===== config.mk =====
export PLATFORM = sky130hd
export DESIGN_NAME = fuse_pwr_seq
export DESIGN_NICKNAME = d
export VERILOG_FILES = /design/src/rtl/fps_pkg.sv /design/src/rtl/fps_cond_mon.sv /design/src/rtl/fps_dwell_timer.sv /design/src/rtl/fps_seq_fsm.sv /design/src/rtl/fuse_pwr_seq.sv
export SDC_FILE = /design/constraint.sdc
export NUM_CORES = 1
export LEC_CHECK = 0
export ABC_AREA = 1
export CAP_MARGIN = 20
export CORE_UTILIZATION = 55
export CTS_CLUSTER_DIAMETER = 40
export DETAILED_ROUTE_END_ITERATION = 10
export DONT_BUFFER_PORTS = 1
export PLACE_DENSITY = 0.73
export SLEW_MARGIN = 20
export SYNTH_ARGS = -nofsm -noshare
export SYNTH_HDL_FRONTEND = slang
export SYNTH_SLANG_ARGS = --single-unit
export TNS_END_PERCENT = 1

===== constraint.sdc =====
create_clock -name clk -period 1.4 [get_ports clk]
set_input_delay 0.28 -clock clk [delete_from_list [all_inputs] [get_ports clk]]
set_output_delay 0.28 -clock clk [all_outputs]
set_load 0.01 [all_outputs]

===== src/rtl/fps_pkg.sv =====
`timescale 1ns/1ps
package fps_pkg;

    typedef enum logic [3:0] {
        S_IDLE       = 4'd0,
        S_WAIT_RAILS = 4'd1,
        S_HV_RAMP    = 4'd2,
        S_SETTLE     = 4'd3,
        S_PROGRAM    = 4'd4,
        S_HOLD       = 4'd5,
        S_HV_OFF     = 4'd6,
        S_DISCHARGE  = 4'd7,
        S_DONE       = 4'd8,
        S_ERROR      = 4'd9
    } fps_state_e;

    // Conditions observed at the block edge, already reduced
    typedef struct packed {
        logic req;
        logic rails_ok;
        logic hv_high;
        logic jtag_done;
        logic bus_busy;
    } fps_cond_t;

    // Control outputs of the sequencer
    typedef struct packed {
        logic hv_en;
        logic grant;
        logic release_ok;
        logic inhibit;
        logic done;
        logic err;
    } fps_ctrl_t;

    // Millisecond dwell to clock cycles, never below one
    function automatic int unsigned ms_to_cycles(int unsigned hz, int unsigned ms);
        int unsigned c;
        c = (hz / 1000) * ms;
        return (c == 0) ? 1 : c;
    endfunction

    // True in every state that keeps the fuse supply switched on
    function automatic logic supply_on(fps_state_e s);
        return (s == S_HV_RAMP) || (s == S_SETTLE) ||
               (s == S_PROGRAM) || (s == S_HOLD);
    endfunction

    function automatic fps_ctrl_t decode_state(fps_state_e s, logic hv_high);
        fps_ctrl_t c;
        c.hv_en      = supply_on(s);
        c.grant      = (s == S_PROGRAM);
        c.release_ok = ((s == S_DONE) || (s == S_ERROR)) && !hv_high;
        c.inhibit    = (s != S_IDLE) && (s != S_DONE);
        c.done       = (s == S_DONE);
        c.err        = (s == S_ERROR);
        return c;
    endfunction

endpackage


===== src/rtl/fps_cond_mon.sv =====
`timescale 1ns/1ps
module fps_cond_mon
    import fps_pkg::*;
#(
    parameter int unsigned N_RAILS       = 3,
    parameter bit          WATCH_CFG_CLK = 1'b1
) (
    input  logic [N_RAILS-1:0] rails_good,
    input  logic               hv_above_q,
    input  logic               prog_req,
    input  logic               jtag_done,
    input  logic               spi_active,
    input  logic               cfg_clk_active,
    output fps_cond_t          cond
);

    logic busy;

    generate
        if (WATCH_CFG_CLK) begin : g_both
            assign busy = spi_active | cfg_clk_active;
        end else begin : g_spi_only
            logic unused_clk;
            assign unused_clk = cfg_clk_active;
            assign busy = spi_active;
        end
    endgenerate

    always_comb begin
        cond.req       = prog_req;
        cond.rails_ok  = &rails_good;
        cond.hv_high   = hv_above_q;
        cond.jtag_done = jtag_done;
        cond.bus_busy  = busy;
    end

endmodule


===== src/rtl/fps_dwell_timer.sv =====
`timescale 1ns/1ps
module fps_dwell_timer #(
    parameter int unsigned LIMIT = 10
) (
    input  logic clk,
    input  logic rst,
    input  logic run,
    output logic expired
);

    localparam int unsigned W = (LIMIT < 1) ? 1 : $clog2(LIMIT + 1);
    localparam logic [W-1:0] TOP = W'(LIMIT);

    logic [W-1:0] cnt;

    always_ff @(posedge clk) begin
        if (rst || !run) begin
            cnt <= '0;
        end else if (cnt != TOP) begin
            cnt <= cnt + 1'b1;
        end
    end

    assign expired = run && (cnt == TOP);

    // expiry needs the run request to have been present before
    p_expiry_follows_run_r3 : assert property (@(posedge clk) disable iff (rst)
        expired |-> $past(run));

endmodule


===== src/rtl/fps_seq_fsm.sv =====
`timescale 1ns/1ps
module fps_seq_fsm
    import fps_pkg::*;
#(
    parameter int unsigned SETTLE_CYC = 10,
    parameter int unsigned HOLD_CYC   = 10
) (
    input  logic       clk,
    input  logic       rst,
    input  fps_cond_t  cond,
    input  logic       settle_done,
    input  logic       hold_done,
    output fps_state_e state_q,
    output fps_ctrl_t  ctrl
);

    fps_state_e state_d;

    always_comb begin
        state_d = state_q;
        unique case (state_q)
            S_IDLE:       if (cond.req) state_d = S_WAIT_RAILS;
            S_WAIT_RAILS: if (cond.rails_ok) state_d = S_HV_RAMP;
            S_HV_RAMP: begin
                if (!cond.rails_ok)    state_d = S_ERROR;
                else if (cond.hv_high) state_d = S_SETTLE;
            end
            S_SETTLE: begin
                if (!cond.rails_ok)   state_d = S_ERROR;
                else if (settle_done) state_d = S_PROGRAM;
            end
            S_PROGRAM: begin
                if (!cond.rails_ok || cond.bus_busy) state_d = S_ERROR;
                else if (cond.jtag_done)             state_d = S_HOLD;
            end
            S_HOLD: begin
                if (!cond.rails_ok) state_d = S_ERROR;
                else if (hold_done) state_d = S_HV_OFF;
            end
            S_HV_OFF:     state_d = S_DISCHARGE;
            S_DISCHARGE:  if (!cond.hv_high) state_d = S_DONE;
            S_DONE:       if (!cond.req) state_d = S_IDLE;
            S_ERROR:      state_d = S_ERROR;
            default:      state_d = S_ERROR;
        endcase
    end

    always_ff @(posedge clk) begin
        if (rst) state_q <= S_IDLE;
        else     state_q <= state_d;
    end

    assign ctrl = decode_state(state_q, cond.hv_high);

    // Observation counters for the dwell properties
    logic [31:0] hv_on_cnt;
    logic [31:0] post_grant_cnt;

    always_ff @(posedge clk) begin
        if (rst || !ctrl.hv_en)            hv_on_cnt <= '0;
        else if (hv_on_cnt != 32'hFFFF_FFFF) hv_on_cnt <= hv_on_cnt + 1;
        if (rst || ctrl.grant)                  post_grant_cnt <= '0;
        else if (post_grant_cnt != 32'hFFFF_FFFF) post_grant_cnt <= post_grant_cnt + 1;
    end

    p_supply_after_rails_r2 : assert property (@(posedge clk) disable iff (rst)
        $rose(ctrl.hv_en) |-> $past(cond.rails_ok));

    p_grant_after_settle_r3 : assert property (@(posedge clk) disable iff (rst)
        $rose(ctrl.grant) |-> (hv_on_cnt > SETTLE_CYC));

    p_hold_before_drop_r4 : assert property (@(posedge clk) disable iff (rst)
        ($fell(ctrl.hv_en) && !ctrl.err) |-> (post_grant_cnt > HOLD_CYC));

    p_release_when_low_r5 : assert property (@(posedge clk) disable iff (rst)
        ctrl.release_ok |-> (!cond.hv_high && !ctrl.hv_en));

    p_bus_interlock_r6 : assert property (@(posedge clk) disable iff (rst)
        (ctrl.grant && cond.bus_busy) |=> (!ctrl.grant && !ctrl.hv_en && ctrl.err));

    p_rail_loss_r7 : assert property (@(posedge clk) disable iff (rst)
        (ctrl.hv_en && !cond.rails_ok) |=> (!ctrl.hv_en && ctrl.err));

    p_error_sticky_r8 : assert property (@(posedge clk) disable iff (rst)
        ctrl.err |=> ctrl.err);

endmodule


===== src/rtl/fuse_pwr_seq.sv =====
`timescale 1ns/1ps
module fuse_pwr_seq
    import fps_pkg::*;
#(
    parameter int unsigned N_RAILS   = 3,
    parameter int unsigned CLK_HZ    = 100_000_000,
    parameter int unsigned SETTLE_MS = 10,
    parameter int unsigned HOLD_MS   = 10
) (
    input  logic               clk,
    input  logic               rst,
    input  logic [N_RAILS-1:0] rails_good,
    input  logic               hv_above_q,
    input  logic               prog_req,
    input  logic               jtag_done,
    input  logic               spi_active,
    input  logic               cfg_clk_active,
    output logic               hv_supply_en,
    output logic               fuse_grant,
    output logic               rails_release,
    output logic               cfg_inhibit,
    output logic               session_done,
    output logic               session_error
);

    localparam int unsigned SETTLE_CYC = ms_to_cycles(CLK_HZ, SETTLE_MS);
    localparam int unsigned HOLD_CYC   = ms_to_cycles(CLK_HZ, HOLD_MS);

    fps_cond_t  cond;
    fps_ctrl_t  ctrl;
    fps_state_e state;
    logic       settle_done;
    logic       hold_done;

    fps_cond_mon #(
        .N_RAILS       (N_RAILS),
        .WATCH_CFG_CLK (1'b1)
    ) u_cond (
        .rails_good     (rails_good),
        .hv_above_q     (hv_above_q),
        .prog_req       (prog_req),
        .jtag_done      (jtag_done),
        .spi_active     (spi_active),
        .cfg_clk_active (cfg_clk_active),
        .cond           (cond)
    );

    fps_dwell_timer #(.LIMIT(SETTLE_CYC)) u_settle_tmr (
        .clk     (clk),
        .rst     (rst),
        .run     (state == S_SETTLE),
        .expired (settle_done)
    );

    fps_dwell_timer #(.LIMIT(HOLD_CYC)) u_hold_tmr (
        .clk     (clk),
        .rst     (rst),
        .run     (state == S_HOLD),
        .expired (hold_done)
    );

    fps_seq_fsm #(
        .SETTLE_CYC (SETTLE_CYC),
        .HOLD_CYC   (HOLD_CYC)
    ) u_fsm (
        .clk         (clk),
        .rst         (rst),
        .cond        (cond),
        .settle_done (settle_done),
        .hold_done   (hold_done),
        .state_q     (state),
        .ctrl        (ctrl)
    );

    assign hv_supply_en  = ctrl.hv_en;
    assign fuse_grant    = ctrl.grant;
    assign rails_release = ctrl.release_ok;
    assign cfg_inhibit   = ctrl.inhibit;
    assign session_done  = ctrl.done;
    assign session_error = ctrl.err;

    // configuration stays blocked while the supply or grant is live
    p_inhibit_covers_grant_r9 : assert property (@(posedge clk) disable iff (rst)
        (fuse_grant || hv_supply_en) |-> cfg_inhibit);

endmodule


Word level (Yosys, flattened, before mapping)
Cells that the tools add are included. Widths: inputs -> output; s select.

Bits in registers: 44. Bits in latches: 0. Memory bits (writable): 0. ROM bits: 0. Input port bits: 10. Output and inout bits: 6. Logic and storage cells: 60. Memories: 0.

$add $sub $neg: 2. $mul: 0. Div/mod/pow operators: 0. $lt $le $gt $ge: 0. Equality and inequality tests: 22. Shifts and indexed selects: 0. Muxes and demuxes: 13. Bitwise operators: 1. Reduce and logical (&&, ||, !) cells: 19.

Operators by type and width (count): $mux 4 (12); $add 20x1->20 const B (2); $eq 20x20->1 const B (2); $ne 20x20->1 const B (2); $pmux 4 s9 (1); $eq 4x3->1 const B (4); $ne 3x3->1 const B (3); $eq 4x2->1 const B (2); $eq 4x4->1 const B (2); $reduce_and 8->1 (1); $logic_or 1x1->1 (7); $ne 2x2->1 const B (3); $eq 4x1->1 const B (1); $logic_and 1x1->1 (4); $logic_not 1->1 (4); $logic_not 4->1 (1); $ne 4x4->1 const B (1); $reduce_bool 4->1 (1); $ne 3x2->1 const B (1); $reduce_and 3->1 (1); $ne 2x1->1 const B (1); $or 1x1->1 (1).

Depth between registers and ports, before layout
Gate-level depths: netlist of the first run.

Depth in word-level cells: 5. Depth in mapped cells: 11. Gate-level depth less buffers: 11.

Hierarchy
A second synthesis of the first run with hierarchy kept.

Cell total of the unflattened synthesis: 473. Area total of the unflattened synthesis: 2877.8 um^2.

By module, submodules not included: fps_dwell_timer (times used 2, cells an instance 185, area each 1157.4 um^2, sequential area each 400.4 um^2); fps_seq_fsm (times used 1, cells an instance 87, area each 485.5 um^2, sequential area each 80.1 um^2); fps_cond_mon (times used 1, cells an instance 8, area each 47.5 um^2, sequential area each 0.0 um^2); fuse_pwr_seq (times used 1, cells an instance 8, area each 30.0 um^2, sequential area each 0.0 um^2).

Worst setup path before layout of the first run
OpenSTA, ideal clock, no wires.

Path kind: flip-flop to flip-flop. Start point: register u_hold_tmr.cnt[0]. End point: register u_fsm.state_q[3]. Setup time: 0.113 ns. Arrival: 1.283 ns. Data required time: 1.287 ns. Path slack: 0.004 ns. Cell stages (with the launch flop): 12. Buffers on the path: 0. Period minus slack after synthesis: 1.396 ns. Path through: dfxtp_1 > inv_1 > ha_1 > nand3_1 > nor2_1 > nand3_2 > nand2_1 > nand2_1 > nor2_4 > nand2_1 > nand2_1 > nor2_1.

Word-level cells in the longest chain between the ends: 4.

Ends and longest elaborated chain: start: declaration (RTL line fps_dwell_timer.sv:14) `logic [W-1:0] cnt;`; start signal: assignment (RTL line fps_dwell_timer.sv:20) `cnt <= cnt + 1'b1;`; $eq 20x20->1 (RTL line fps_dwell_timer.sv:24) `assign expired = run && (cnt == TOP);`; $logic_and 1x1->1 (RTL line fps_dwell_timer.sv:24); $ne 3x3->1 (no line); $reduce_and 8->1 (no line); end signal: assignment (RTL line fps_seq_fsm.sv:50) `else state_q <= state_d;`; end: declaration (RTL line fps_seq_fsm.sv:13) `output fps_state_e state_q,`.

Every way passes these cells. A chain may end at the register's enable or synchronous reset.

Final worst setup path of the first run
Start point: register u_fsm.state_q[2]. End point: register u_fsm.state_q[3].

Word-level cells in the longest chain between the ends: 4. Elaborated cells on any way between the ends: 21. Classes of those cells: eq/ne: 16; mux: 1; reduce/logical: 4.

Ends and longest elaborated chain (RTL line): $eq 4x3->1 / $eq 4x2->1 (equally long branches) (fps_seq_fsm.sv:21, fuse_pwr_seq.sv:58, fuse_pwr_seq.sv:51); $logic_and 1x1->1 (fps_dwell_timer.sv:24); $ne 3x3->1 (no line); $reduce_and 8->1 (no line).

Parallel ways exist; a longest one is shown, timed or not.

==> results_dict.tcl, run 1 <==
set metrics [dict create \
    cap_violations 0 \
    cts_buffers 5 \
    cts_hold_buf 0 \
    initial_utilization 0.574 \
    path_common_cell "nand2_1" \
    path_cells "inv_4 > nor2_4 > buf_4 > nand3_1 > nand2_1 > nor2_1 > nand3_2 > nor2_4 > nand2_1 > nand2_1 > nor2_1" \
    avgSynthCellArea_um2 6.78 \
    startpoint_type "flop" \
    cts.path.max_buffers 2 \
    slew_violations 0 \
    worstSkewPairLatency_ps 300 \
    cp.required_ps 1600 \
    timing.final.crit_period_ps 1640 \
    hold_path.startpoint "rst" \
    p_switching_mw 1.35 \
    dieArea_mm2 0.00485 \
    fillers 273 \
    wirelength_um 7340 \
    nets 451 \
    hold_ws_ps 166 \
    synth_cell_types 34 \
    hpwl_um 4350 \
    design_area_mm2 0.00344 \
    tightest_slew_ps 404 \
    rr_startpoint "u_fsm.state_q[2]$_SDFFE_PP0P_" \
    ant_nets 0 \
    p_leak_nw 1.28 \
    violations "negative setup slack" \
    dp_slack_ps -147 \
    fin_skew_ps 2.19 \
    syn-num-nets 385 \
    worst-path-max-fanout 8 \
    grt_overflow 0 \
    relSlewSlack 0.728 \
    grt_use_total 0.268 \
    vias 2757 \
    min_to "u_hold_tmr.cnt[10]$_SDFFE_PP0P_" \
    timing.rr.end "u_fsm.state_q[3]$_SDFFE_PP0P_" \
    io_pins 16 \
    syn_area_mm2 0.00252 \
    fp.dieW_um 69.6 \
    seq_area_frac_synth 0.350 \
    wl_per_cell_um 15.0 \
    die_height_um 69.6 \
    power.total_mw 3.70 \
    drt_drc_violations_left 0 \
    place_area_mm2 0.00295 \
    p_seq_frac 0.380 \
    final_hold_viol_count 0 \
    worstHoldPathType "in2reg" \
    rows 24 \
    root_buffer "clkbuf_8" \
    period_share 1.17 \
    status "finished, violations left" \
    io_buffers 0 \
    grt_antenna_before_repair 0 \
    setup_viol_count_final 19 \
    cts_tree "done" \
    cp-end-kind "flop" \
    area_growth_pct 36.5 \
    fmaxAchievable_mhz 611 \
    grt_first_pass_wirelength_um 10800 \
    antennaDiodeCount 0 \
    reg2reg_depth 11 \
    htreeDepth 2 \
    grt_max_degree 14 \
    fp.coreArea_mm2 0.00438 \
    rsz0062_at_grt "yes" \
    hold_depth 3 \
    ys_warn_count 0 \
    ff2ff_setup_slack_ps -240 \
    syn_inst 371 \
    cp.arrival_ps 1840 \
    ir_drop_mv 1.18 \
    clkPwrFrac 0.232 \
    cts.clk_slew.worst_paths_ps 90 \
    place.gp.congestion 0.938 \
    viasPerCell 5.63 \
    p_int_mw 2.35 \
    drtPass1Iterations 5 \
    grt_pass1_vias 2544 \
    drive_gt1_frac 0.368 \
    drtIter0Drc 229 \
    cpMaxStageDelayCell "dfxtp_4" \
    criticalPathCategory "reg2reg" \
    cts.sinks 44 \
    swShare 0.365 \
    p_per_area_mw_per_mm2 1080 \
    layout_setup_ws_ps -235 \
    slowest_delay_ps 370 \
    comb_power_share 0.388 \
    synth_seq_cells 44 \
]
==> flip-flops by register name, indices dropped and copies added (netlist names) <==
signal            cells
u_fsm.state_q         4
u_hold_tmr.cnt       20
u_settle_tmr.cnt     20
==> cells by family after synthesis <==
group / synth area share
and+or+nand+nor: 0.372
adders and majority gates: 0.0199
xor gates and xnor gates: 0.0209
DFF: 0.350
AOI/OAI and AO/OA: 0.139
buffers and inverters: 0.0980
==> area by class of cell <==
cell class	instances	area, um^2	area share
Clock buffer	7	86.3	0.0251
Clock inverter	1	7.51	0.00218
Timing Repair Buffer	61	492	0.143
Tap cell	52	65.1	0.0189
Multi-Input combinational cell	265	1630	0.474
Sequential cell	44	913	0.266
Inverter	60	243	0.0706
==> layout by cell type (no fill, tap or decap), types with 10 or more instances in the layout <==
master	count
o21ai_0	17
a21oi_1	29
dfxtp_1	30
nor2_2	12
nand3_1	15
buf_4	52
nand2_1	60
inv_1	45
nor2_4	14
nor2_1	35
nand3_2	10
==> worst max-delay path, delay by kind of cell, from the launching register on <==
family | cells | cell delay, ps
DFF | 1 | 370
and+or+nand+nor | 9 | 940
buffers and inverters | 2 | 210
==> how the worst max path moves through the flow <==
stage | start | to | slack (ps)
2_1_floorplan | u_hold_tmr.cnt[0]$_SDFFE_PP0P_ | u_fsm.state_q[3]$_SDFFE_PP0P_ | 4
3_3_place_gp | u_hold_tmr.cnt[0]$_SDFFE_PP0P_ | u_fsm.state_q[1]$_SDFFE_PP0P_ | -90
3_5_place_dp | u_hold_tmr.cnt[0]$_SDFFE_PP0P_ | u_fsm.state_q[0]$_SDFFE_PP0P_ | -150
4_1_cts | u_fsm.state_q[3]$_SDFFE_PP0P_ | hv_supply_en | -100
5_1_grt | u_fsm.state_q[0]$_SDFFE_PP0P_ | u_fsm.state_q[1]$_SDFFE_PP0P_ | -300
6_report | u_fsm.state_q[2]$_SDFFE_PP0P_ | u_fsm.state_q[3]$_SDFFE_PP0P_ | -240
==> power by group through the flow <==
| stage | Sequential, mW | Clock, mW | Combinational, mW |
|---|---|---|---|
| after CTS | 1.39 | 0.862 | 1.14 |
| final | 1.40 | 0.859 | 1.44 |
| after global routing | 1.41 | 0.909 | 1.52 |
| after detailed placement | 1.38 | 0 | 0.950 |
| after floorplan | 1.38 | 0 | 0.621 |
| after global placement | 1.38 | 0 | 0.938 |
==> routing by layer <==
layer / up-vias / track usage / wire length (um)
met5: - / 0 / 0
met1: 1243 / 0.347 / 2990
met4: 0 / 0.0978 / 316
li1: 1343 / - / -
met3: 38 / 0.0451 / 484
met2: 133 / 0.450 / 3560
==> cells in the mapped netlist (all sizes together) <==
cell,instances,share of area
xor2,6,0.021
o22ai,1,0.0025
o21ai,25,0.050
inv,59,0.089
dfxtp,44,0.35
nand3,26,0.068
a211oi,5,0.017
nor2,61,0.11
or2,3,0.0075
a21oi,31,0.062
o21a,2,0.0060
ha,4,0.020
nand4,10,0.027
nor3,13,0.032
nor4,3,0.0075
a31oi,1,0.0025
nand2,71,0.11
nand3b,2,0.0060
buf,2,0.0075
clkinv,1,0.0015
and3,1,0.0025
==> through the flow <==
step | TNS (ps) | std cells | utilization
6_report | -1450 | 490 | 0.784
4_1_cts | -616 | 485 | 0.735
5_1_grt | -3810 | 490 | 0.784
3_5_place_dp | -1280 | 472 | 0.672
2_1_floorplan | 0 | 371 | -
3_3_place_gp | -533 | 472 | 0.672
==> what timing repair did <==
item                                    CTS  global route
buffers inserted                          6             5
pin swaps                                14            21
endpoints found under the setup margin   31            46
resized for setup                        46            59
Power figures use the tool's default switching activity.
==> inputs of run 2 (changes only) <==
Settings changed: SKIP_LAST_GASP from default to 1.
==> run 2 against run 1 <==
  * The flow still finishes with violations (negative setup slack)
  * Combinational power down 13%
  * Total power decreased by 5.7%
  * Count of clock-buffer cells in the layout unchanged
  * Fmax up 7.1%
  * Clock skew up 1.2 ps
  * Clock power down 0.9%
  * Critical path type is now reg2out
  * Highest routed layer unchanged
==> results_dict.tcl, run 2 (synthesis results as in run 1) <==
set metrics [dict create \
    drt_drc_violations_left 0 \
    worstHoldPathType "in2reg" \
    startpoint_type "flop" \
    grt_antenna_before_repair 0 \
    slowest_delay_ps 370 \
    ir_drop_mv 1.10 \
    swShare 0.349 \
    drive_gt1_frac 0.316 \
    clkPwrFrac 0.244 \
    grt_max_degree 14 \
    cp.arrival_ps 1250 \
    slew_violations 0 \
    nets 447 \
    cp-end-kind "output port" \
    cp_num_buf_inv 1 \
    ant_nets 0 \
    reg.largest.list "u_hold_tmr.cnt x20, u_settle_tmr.cnt x20, u_fsm.state_q x4" \
    grt_use_total 0.267 \
    cts_hold_buf 0 \
    viasPerCell 5.44 \
    fmaxAchievable_mhz 655 \
    io_pins 16 \
    cp.required_ps 1120 \
    dieArea_mm2 0.00485 \
    grt_overflow 0 \
    criticalPathCategory "reg2out" \
    p_leak_nw 1.24 \
    cts_buffers 5 \
    p_switching_mw 1.22 \
    hpwl_um 4350 \
    cpMaxStageDelayCell "dfxtp_4" \
    root_buffer "clkbuf_8" \
    tns_ps -1060 \
    drtPass1Iterations 5 \
    comb_power_share 0.357 \
    antennaDiodeCount 0 \
    cts.sinks 44 \
    fp.coreArea_mm2 0.00438 \
    worst-path-max-fanout 5 \
    period_share 1.09 \
    layout_commonest_cell "nand2_1" \
    cts.path.max_buffers 2 \
    layout_setup_ws_ps -127 \
    wl_per_cell_um 13.5 \
    dp_slack_ps -147 \
    relSlewSlack 0.725 \
    rows 24 \
    drtIter0Drc 166 \
    grt_first_pass_wirelength_um 10700 \
    place_area_mm2 0.00295 \
    rsz0062_at_grt "yes" \
    multiInputGateArea_mm2 0.00154 \
    layout_common_cells "62 x nand2_1, 53 x buf_4, 46 x inv_1" \
    critical-path-top-delay-family "simple AND/OR/NAND/NOR gates" \
    cts.clk_slew.worst_paths_ps 80 \
    wirelength_um 6580 \
    p_per_area_mw_per_mm2 1060 \
    cts_tree "done" \
    utilization 0.750 \
    design_area_mm2 0.00329 \
    tightest_slew_ps 410 \
    setup_viol_count_final 22 \
    p_int_mw 2.27 \
    worstSkewPairLatency_ps 300 \
    p_seq_frac 0.399 \
    grt_pass1_vias 2500 \
    final_hold_viol_count 0 \
    die_height_um 69.6 \
    fin_skew_ps 3.38 \
    initial_utilization 0.574 \
    place.gp.congestion 0.938 \
    violations "negative setup slack" \
    seq_area_um2 910 \
    io_buffers 0 \
    area_growth_pct 30.7 \
    path_cells "nor2_4 > nand3_4 > buf_6 > nand4_1" \
    vias 2646 \
    fillers 307 \
    cap_violations 0 \
    timing.final.crit_period_ps 1530 \
    fp.dieW_um 69.6 \
    htreeDepth 2 \
    status "finished, violations left" \
]
[run 2: path summary, 6_finish.rpt]
check / start / cells past startpoint / to / slack (ps)
setup / recovery: u_fsm.state_q[2]$_SDFFE_PP0P_ / 4 / hv_supply_en / -130
hold / removal: rst / 3 / u_fsm.state_q[2]$_SDFFE_PP0P_ / 190
setup reg to reg: u_fsm.state_q[2]$_SDFFE_PP0P_ / 11 / u_fsm.state_q[3]$_SDFFE_PP0P_ / -110
hold reg to reg: u_hold_tmr.cnt[17]$_SDFFE_PP0P_ / 2 / u_hold_tmr.cnt[17]$_SDFFE_PP0P_ / 470
[run 2: power groups by stage]
stage | clock network, mW | registers, mW | logic (mW)
final | 0.851 | 1.39 | 1.25
after global routing | 0.903 | 1.40 | 1.33
after CTS | 0.862 | 1.39 | 1.11
after detailed placement | 0 | 1.38 | 0.950
after global placement | 0 | 1.38 | 0.938
after floorplan | 0 | 1.38 | 0.621
[run 2: tightest hold or removal path, delay by kind of cell]
| kind | cells | cell delay (ps) |
|---|---|---|
| simple gates | 2 | 110 |
| buf+inv | 1 | 70 |
[run 2: cell type report]
type	instances	area share
inverter	60	0.0723
clock inverter	1	0.00228
multi-input combinational	265	0.468
timing repair buffer	57	0.135
sequential	44	0.277
tap	52	0.0198
clock buffer	7	0.0263
[run 2: repair_timing]
item / 4_1_cts / 5_1_grt
hold endpoints to repair: 0 / 0
setup buffers: 6 / 1
setup endpoints to repair: 31 / 49
pin swaps: 12 / 19
resized for setup: 28 / 37
[run 2: through the flow]
stage / cells / power, mW / hold WS [ps]
finish: 486 / 3.49 / 188
global route: 486 / 3.63 / 197
CTS: 485 / 3.36 / 182
detailed placement: 472 / 2.33 / 468
global placement: 472 / 2.32 / 463
floorplan: 371 / 2.00 / 443
[run 2: routing by layer]
layer / up-vias / track usage / wire, um
met4: 0 / 0.116 / 168
met2: 104 / 0.440 / 3220
met3: 21 / 0.0451 / 321
li1: 1333 / - / -
met5: - / 0 / 0
met1: 1188 / 0.342 / 2870
==> inputs of run 3 (changes only) <==
Settings changed: CORE_ASPECT_RATIO from default to 0.5.
==> run 3 against run 2 <==
  * The flow still finishes with violations (negative setup slack)
  * Wire length decreased by 3.0%
  * Largest power group unchanged
  * Register-to-register slack gained 20 ps
  * Critical path type unchanged
  * First-iteration DRC count fell by 14%
  * Flip-flop and latch count is the same
  * Critical path depth up 1
==> results_dict.tcl, run 3 (synthesis results as in run 1) <==
set metrics [dict create \
    multiInputGateArea_mm2 0.00155 \
    tightest_slew_ps 378 \
    initial_utilization 0.607 \
    comb_power_share 0.332 \
    p_switching_mw 1.13 \
    seq_area_um2 912 \
    relSlewSlack 0.746 \
    timing.final.crit_period_ps 1520 \
    vias 2567 \
    grt_max_degree 13 \
    cts_buffers 5 \
    cp-end-kind "output port" \
    worstHoldPathType "in2reg" \
    root_buffer "clkbuf_8" \
    viasPerCell 5.39 \
    layout_commonest_cell "nand2_1" \
    violations "negative setup slack" \
    layout_common_cells "62 x nand2_1, 46 x inv_1, 45 x buf_4" \
    cts.path.max_buffers 2 \
    fp.dieW_um 97.7 \
    rows 16 \
    fmaxAchievable_mhz 660 \
    fin_skew_ps 2.84 \
    ir_drop_mv 0.544 \
    fp.coreArea_mm2 0.00414 \
    power.total_mw 3.26 \
    drtPass1Iterations 5 \
    setup_viol_count_final 27 \
    worstSkewPairLatency_ps 300 \
    grt_first_pass_wirelength_um 9630 \
    htreeDepth 2 \
    grt_pass1_vias 2304 \
    cts_hold_buf 0 \
    io_pins 16 \
    cap_violations 0 \
    cts_tree "done" \
    wl_per_cell_um 13.4 \
    clkPwrFrac 0.235 \
    criticalPathCategory "reg2out" \
    place.gp.congestion 0.923 \
    cp.required_ps 1120 \
    cts.clk_slew.worst_paths_ps 80 \
    startpoint_type "flop" \
    p_leak_nw 1.18 \
    wirelength_um 6380 \
    grt_overflow 0 \
    antennaDiodeCount 0 \
    p_seq_frac 0.433 \
    cts.sinks 44 \
    slew_violations 0 \
    io_buffers 0 \
    final_hold_viol_count 0 \
    reg2reg_depth 8 \
    drtIter0Drc 142 \
    worst-path-max-fanout 3 \
    drt_drc_violations_left 0 \
    status "finished, violations left" \
    dieArea_mm2 0.00487 \
    p_int_mw 2.12 \
    swShare 0.348 \
    drive_gt1_frac 0.310 \
    rsz0062_at_grt "yes" \
    die_height_um 49.8 \
    cp.arrival_ps 1240 \
    reg.largest.list "u_hold_tmr.cnt x20, u_settle_tmr.cnt x20, u_fsm.state_q x4" \
    layout_setup_ws_ps -116 \
    placed_cells 459 \
    period_share 1.08 \
    grt_antenna_before_repair 0 \
    ant_nets 0 \
    fillers 326 \
    area_growth_pct 27.0 \
    grt_use_total 0.249 \
    hold_depth 3 \
    final-instance-count-excl-fill 476 \
    p_per_area_mw_per_mm2 1020 \
    hpwl_um 4290 \
    nets 436 \
]
==> run 3: area by class of cell <==
cell class,instances,area share
multi-input combinational,265,0.486
sequential,44,0.285
timing repair buffer,46,0.109
inverter,60,0.0744
clock buffer,6,0.0227
tap,54,0.0211
clock inverter,1,0.00157
==> run 3: metal layers <==
metal | global-route usage | part of all wire | up-vias
met5 | 0 | 0 | -
met4 | 0.0808 | 0.024 | 0
met3 | 0.0553 | 0.038 | 19
met2 | 0.466 | 0.50 | 65
met1 | 0.286 | 0.43 | 1180
li1 | - | - | 1303
==> run 3: worst paths after layout <==
kind	from	end	slack [ps]
hold / removal	rst	u_fsm.state_q[2]$_SDFFE_PP0P_	160
setup / recovery	u_fsm.state_q[2]$_SDFFE_PP0P_	hv_supply_en	-120
setup reg to reg	u_hold_tmr.cnt[1]$_SDFFE_PP0P_	u_hold_tmr.cnt[14]$_SDFFE_PP0P_	-90
hold reg to reg	u_hold_tmr.cnt[17]$_SDFFE_PP0P_	u_hold_tmr.cnt[17]$_SDFFE_PP0P_	480
==> run 3: what timing repair did <==
item	in CTS	in global routing
setup endpoints to repair	31	46
gates resized for setup	18	50
hold endpoints to repair	0	0
buffers inserted	6	4
gates cloned	0	0
pin swaps	8	21
==> run 3: critical path: stages (launching register included) <==
cell,delay [ps]
dfxtp_4,400
inv_4,50
nor2_4,140
nand2_4,80
buf_6,120
nand4_1,150
==> run 3: through the flow <==
stage | hold slack (ps) | setup TNS (ps) | util | worst slack (ps) | area [um^2]
final | 163 | -1350 | 0.771 | -116 | 3200
after global routing | 178 | -4510 | 0.771 | -195 | 3200
after CTS | 158 | -1010 | 0.723 | -108 | 2990
after floorplan | 443 | 0 | - | 3.75 | 2520
after global placement | 458 | -515 | 0.684 | -77.0 | 2840
after detailed placement | 467 | -1350 | 0.684 | -155 | 2840
==> run 3: power by group through the flow <==
stage                     Clock, mW  Sequential (mW)  Combinational [mW]
after global routing          0.821             1.41                1.18
final                         0.763             1.41                1.08
after CTS                     0.760             1.39                1.00
after global placement            0             1.39               0.862
after floorplan                   0             1.38               0.621
after detailed placement          0             1.39               0.894
